`src/rtl/dma_arb_pkg.sv`:
```
package dma_arb_pkg;

    typedef enum logic {
        PRIO_FIXED  = 1'b0,
        PRIO_ROTATE = 1'b1
    } prio_mode_e;

endpackage

```
`src/rtl/arb_hold_edge.sv`:
```
module arb_hold_edge (
    input  logic clk,
    input  logic rst_n,
    input  logic hold_ack,
    output logic rise
);

    logic hold_d;
    logic hold_q;

    always_comb begin
        hold_d = hold_ack;
        rise   = hold_ack && !hold_q;
    end

    always_ff @(posedge clk or negedge rst_n) begin
        if (!rst_n) begin
            hold_q <= 1'b0;
        end else begin
            hold_q <= hold_d;
        end
    end


    rise_once_chk: assert property (@(posedge clk) disable iff (!rst_n)
        rise |=> !rise);

endmodule

```
`src/rtl/arb_prio_pick.sv`:
```
module arb_prio_pick #(
    parameter int NUM_CH = 4,
    localparam int PTR_W = (NUM_CH > 1) ? $clog2(NUM_CH) : 1
) (
    input  logic [NUM_CH-1:0] elig,
    input  logic [PTR_W-1:0]  base,
    output logic              found,
    output logic [PTR_W-1:0]  idx
);

    logic [PTR_W-1:0] pos [NUM_CH];

    for (genvar g = 0; g < NUM_CH; g++) begin : g_pos
        logic [PTR_W:0] sum;
        assign sum    = {1'b0, base} + (PTR_W+1)'(g);
        assign pos[g] = (int'(sum) >= NUM_CH) ? PTR_W'(int'(sum) - NUM_CH)
                                              : PTR_W'(sum);
    end

    always_comb begin
        found = 1'b0;
        idx   = '0;
        for (int i = NUM_CH - 1; i >= 0; i--) begin
            if (elig[pos[i]]) begin
                found = 1'b1;
                idx   = pos[i];
            end
        end
    end

endmodule

```
`src/rtl/arb_grant_dec.sv`:
```
module arb_grant_dec #(
    parameter int NUM_CH = 4,
    localparam int PTR_W = (NUM_CH > 1) ? $clog2(NUM_CH) : 1
) (
    input  logic [PTR_W-1:0]  idx,
    input  logic              en,
    output logic [NUM_CH-1:0] onehot
);

    for (genvar g = 0; g < NUM_CH; g++) begin : g_dec
        assign onehot[g] = en && (idx == PTR_W'(g));
    end

endmodule

```
`src/rtl/dma_prio_arbiter.sv`:
```
module dma_prio_arbiter
    import dma_arb_pkg::*;
#(
    parameter int NUM_CH = 4,
    localparam int PTR_W = (NUM_CH > 1) ? $clog2(NUM_CH) : 1
) (
    input  logic              clk,
    input  logic              rst_n,
    input  logic [NUM_CH-1:0] req,
    input  logic [NUM_CH-1:0] mask,
    input  logic              rotate_sel,
    input  logic              hold_ack,
    output logic [NUM_CH-1:0] grant,
    output logic              grant_valid
);

    typedef struct packed {
        logic [NUM_CH-1:0] grant;
        logic              valid;
        logic [PTR_W-1:0]  ptr;
    } arb_st_t;

    arb_st_t st_d;
    arb_st_t st_q;

    prio_mode_e        mode;
    logic              rise;
    logic [NUM_CH-1:0] elig;
    logic [PTR_W-1:0]  base;
    logic              found;
    logic [PTR_W-1:0]  win_idx;
    logic [NUM_CH-1:0] win_onehot;
    logic [PTR_W-1:0]  next_ptr;
    logic              keep_svc;

    assign mode = prio_mode_e'(rotate_sel);
    assign elig = req & ~mask;
    assign base = (mode == PRIO_ROTATE) ? st_q.ptr : '0;

    arb_hold_edge u_edge (
        .clk      (clk),
        .rst_n    (rst_n),
        .hold_ack (hold_ack),
        .rise     (rise)
    );

    arb_prio_pick #(.NUM_CH(NUM_CH)) u_pick (
        .elig  (elig),
        .base  (base),
        .found (found),
        .idx   (win_idx)
    );

    arb_grant_dec #(.NUM_CH(NUM_CH)) u_dec (
        .idx    (win_idx),
        .en     (found),
        .onehot (win_onehot)
    );

    assign next_ptr = (int'(win_idx) == NUM_CH - 1) ? '0 : win_idx + PTR_W'(1);
    assign keep_svc = hold_ack && (|(req & st_q.grant));

    always_comb begin
        st_d = st_q;
        if (st_q.valid) begin
            if (!keep_svc) begin
                st_d.grant = '0;
                st_d.valid = 1'b0;
            end
        end else if (rise && found) begin
            st_d.grant = win_onehot;
            st_d.valid = 1'b1;
            if (mode == PRIO_ROTATE) begin
                st_d.ptr = next_ptr;
            end
        end
    end

    always_ff @(posedge clk or negedge rst_n) begin
        if (!rst_n) begin
            st_q <= '0;
        end else begin
            st_q <= st_d;
        end
    end

    assign grant       = st_q.grant;
    assign grant_valid = st_q.valid;


    onehot_grant_chk: assert property (@(posedge clk) disable iff (!rst_n)
        $onehot0(st_q.grant) && (st_q.valid == (|st_q.grant)));


    no_grant_without_rise_chk: assert property (@(posedge clk) disable iff (!rst_n)
        (!st_q.valid && !rise) |=> !st_q.valid);


    masked_never_granted_chk: assert property (@(posedge clk) disable iff (!rst_n)
        (!st_q.valid && rise) |=> ((st_q.grant & $past(mask)) == '0));


    idle_keeps_ptr_chk: assert property (@(posedge clk) disable iff (!rst_n)
        (!st_q.valid && rise && (elig == '0)) |=> (!st_q.valid && $stable(st_q.ptr)));


    grant_hold_chk: assert property (@(posedge clk) disable iff (!rst_n)
        (st_q.valid && hold_ack && (|(req & st_q.grant))) |=> (st_q.valid && $stable(st_q.grant)));


    release_chk: assert property (@(posedge clk) disable iff (!rst_n)
        (st_q.valid && !hold_ack) |=> !st_q.valid);

endmodule

```
`config.mk`:
```
export PLATFORM = sky130hd
export DESIGN_NAME = dma_prio_arbiter
export DESIGN_NICKNAME = d
export VERILOG_FILES = /design/src/rtl/dma_arb_pkg.sv /design/src/rtl/arb_hold_edge.sv /design/src/rtl/arb_prio_pick.sv /design/src/rtl/arb_grant_dec.sv /design/src/rtl/dma_prio_arbiter.sv
export SDC_FILE = /design/constraint.sdc
export NUM_CORES = 1
export LEC_CHECK = 0
export BUFFER_PORTS_ARGS = -buffer_cell sky130_fd_sc_hd__buf_4
export CORE_MARGIN = 2
export CORE_UTILIZATION = 31
export DETAILED_ROUTE_END_ITERATION = 8
export GPL_ROUTABILITY_DRIVEN = 0
export PLACE_DENSITY = 0.61
export SYNTH_ARGS = -nofsm -noshare
export SYNTH_HDL_FRONTEND = slang
export SYNTH_SLANG_ARGS = --single-unit
```
`constraint.sdc`:
```
create_clock -name clk -period 4.5 [get_ports clk]
set_clock_uncertainty 0.1 [all_clocks]
set_input_delay 0.675 -clock clk [delete_from_list [all_inputs] [get_ports clk]]
set_output_delay 0.675 -clock clk [all_outputs]
set_load 0.02 [all_outputs]
```
==> impl_metrics.py <==
metrics = {
    "layout": {
        "fillCellCount": 226,
        "drive_above_1_share_pct": 35.6,
        "finish.utilization_pct": 38.2,
        "nets": 108,
        "diodes": 0,
        "stdcell_count": 118,
        "syn_to_final_growth_pct": 16.6,
    },
    "clock_network": {
        "hold_buffers": 0,
        "clk_latency_ps": 250,
        "cts_tree": "yes",
        "clock_path_buffers": 2,
        "cts_sinks": 8,
        "ctsResizeCount": 0,
        "htree_num_levels": 1,
        "postCtsSetupRepairBufs": 0,
        "clk_pin_slew_ps": 50,
        "numCtsBuffers": 3,
        "cts_root_buf": "clkbuf_4",
    },
    "synth": {
        "synth.area.top_cells": "dfrtp_1, nand2_1, ha_1",
        "yosys.area.top_type_share_pct": 27.9,
        "synthesis.area_sq_um": 718,
        "synth_warnings": 0,
        "yosysUniqueCellTypes": 35,
        "synth-edff-count": 0,
        "syn_inst": 78,
        "synthMostInstantiatedCell": "nand2_1",
        "synth_seq_cells": 8,
        "synth_fp_nets": 94,
        "async_reset_ff_share_pct": 100,
        "synthTopCellsByCount": "nand2_1, dfrtp_1, o21ai_0",
        "synth_top_area_cell": "dfrtp_1",
        "postSynthAreaPerCell_sq_um": 9.21,
        "synth_ff_type": "dfrtp_1",
        "seq_area_frac_synth_pct": 27.9,
    },
    "grt": {
        "gr-total-overflow": 0,
        "antenna_found_initial": 0,
        "grt_max_degree": 12,
        "track_usage_pct": 12.2,
        "grt_pass1_vias": 581,
        "grt_pass1_wl_microns": 2480,
    },
    "detailed_routing": {
        "drt.antenna.violating_nets": 0,
        "drt-total-wl_microns": 1440,
        "top_layer_used": "met3",
        "drc": 0,
        "routed-wl-met2_microns": 676,
        "first_iter_violations": 9,
        "vias_per_cell": 5.10,
        "drt_pass1_iterations": 4,
        "wl_per_cell_microns": 12.2,
        "wl_met3_microns": 117,
        "wl_met1_microns": 647,
        "vias": 602,
    },
    "place": {
        "hpwlAfterDp_microns": 1220,
        "pre_cts_ws_ps": 1620,
        "io_buffers": 16,
        "placed_cells": 115,
    },
    "floorplanning": {
        "coreArea_sq_mm": 0.00219,
        "die_x_microns": 52.1,
        "die_h_microns": 52.1,
        "rows": 17,
        "num_io_pins": 17,
        "die_area_sq_mm": 0.00272,
        "start_util_pct": 32.8,
    },
    "worst_setup_path": {
        "endpoint_kind": "flop",
        "start_kind": "primary input",
        "critPathMaxFanout": 5,
        "crit_chain": "buf_4 > or2b_2 > o2111ai_1 > nor4bb_1 > or3_4 > mux2i_1 > ha_1 > mux2_2",
        "cp_slowest_stage_delay_ps": 360,
        "crit_family": "simple AND/OR/NAND/NOR gates",
        "arrival_ps": 2640,
        "path_class": "primary input to flop",
        "cp.buffers_inverters": 1,
        "required_ps": 4530,
        "crit_slowest_cell": "nor4bb_1",
    },
    "pwr": {
        "total_power_uw": 320,
        "power_per_cell_area_mw_per_mm2": 382,
        "peakVddDrop_mv": 0.210,
        "cellLeakagePower_nw": 0.410,
    },
    "timing": {
        "maxSlewHeadroom_pct": 73.7,
        "finalSetupViolations": 0,
        "layout_min_cycle_time_ps": 2610,
        "worst_pin_slew_ps": 389,
        "setup_slack_ps": 1890,
        "setup_tns_ps": 0,
        "rsz0062_at_grt": "no",
        "slew_violations": 0,
        "post-route-period-util_pct": 58.1,
        "max_freq_ghz": 0.383,
        "hold_viol": 0,
    },
    "worst_hold_path": {
        "min_path_type": "primary input to async pin",
    },
    "run": {
        "maxCapViolCount": 0,
    },
    "outcome": {
        "outcome": "finished, final reports clean",
    },
}
layout make-up:
type | instances | area, sq um | share of cell area [%]
multi-input combinational | 63 | 459 | 54.9
sequential | 8 | 200 | 23.9
timing repair buffer | 16 | 120 | 14.3
tap | 28 | 35.0 | 4.19
clock buffer | 3 | 22.5 | 2.69
path summary, 6_finish.rpt:
kind                       startpoint  endpoint  slack (ps)  cells past startpoint
min in group clk             grant[1]  grant[1]         450                      2
hold reg to reg              grant[1]  grant[1]         450                      2
setup reg to reg              st_q[0]   st_q[1]        1950                      7
setup / recovery              mask[3]   st_q[1]        1890                      8
max in group asynchronous       rst_n   st_q[1]        4040                      1
hold / removal                  rst_n  grant[2]         130                      1
power breakdown:
part           switching, mW  total, mW  internal [mW]
sequential            0.0216      0.110         0.0888
combinational         0.0810      0.157         0.0761
clock                 0.0219     0.0522         0.0303
metal layers:
| metal | track usage, % | vias up |
|---|---|---|
| met5 | 0 | - |
| met4 | 2.56 | 0 |
| met3 | 4.60 | 0 |
| met2 | 19.4 | 22 |
| met1 | 15.8 | 279 |
| li1 | - | 301 |
registers in the layout, summed over array words and instances, names as in the netlist:
name and cells:
grant 4, grant_valid 1, u_edge.hold_q 1, st_q 2
cell families after synthesis:
logic type / Yosys count / synth area share [%]
simple gates: 35 / 28.4
flops: 8 / 27.9
fa+ha+maj: 4 / 6.97
compound gates: 17 / 17.1
mux: 6 / 9.23
xor+xnor: 1 / 2.27
buf+inv: 7 / 8.19
stage by stage:
| step | hold slack [ps] | area [sq um] |
|---|---|---|
| 2_1_floorplan | 279 | 718 |
| 3_3_place_gp | 397 | 815 |
| 3_5_place_dp | 397 | 815 |
| 4_1_cts | 129 | 837 |
| 5_1_grt | 119 | 837 |
| 6_report | 132 | 837 |
cell usage in the layout (no fill, tap or decap), types with 2 or more instances in the layout:
master and instances:
ha_1 4, a22oi_1 2, dfrtp_1 8, nor2_1 3, a21o_1 2, nand2_1 15
o21ai_0 5, and2_1 2, clkbuf_4 3, mux2i_1 4, buf_4 16, nand4_1 2
or2b_2 3, a21oi_1 2
Note: power is estimated with default switching activity, not from simulation.
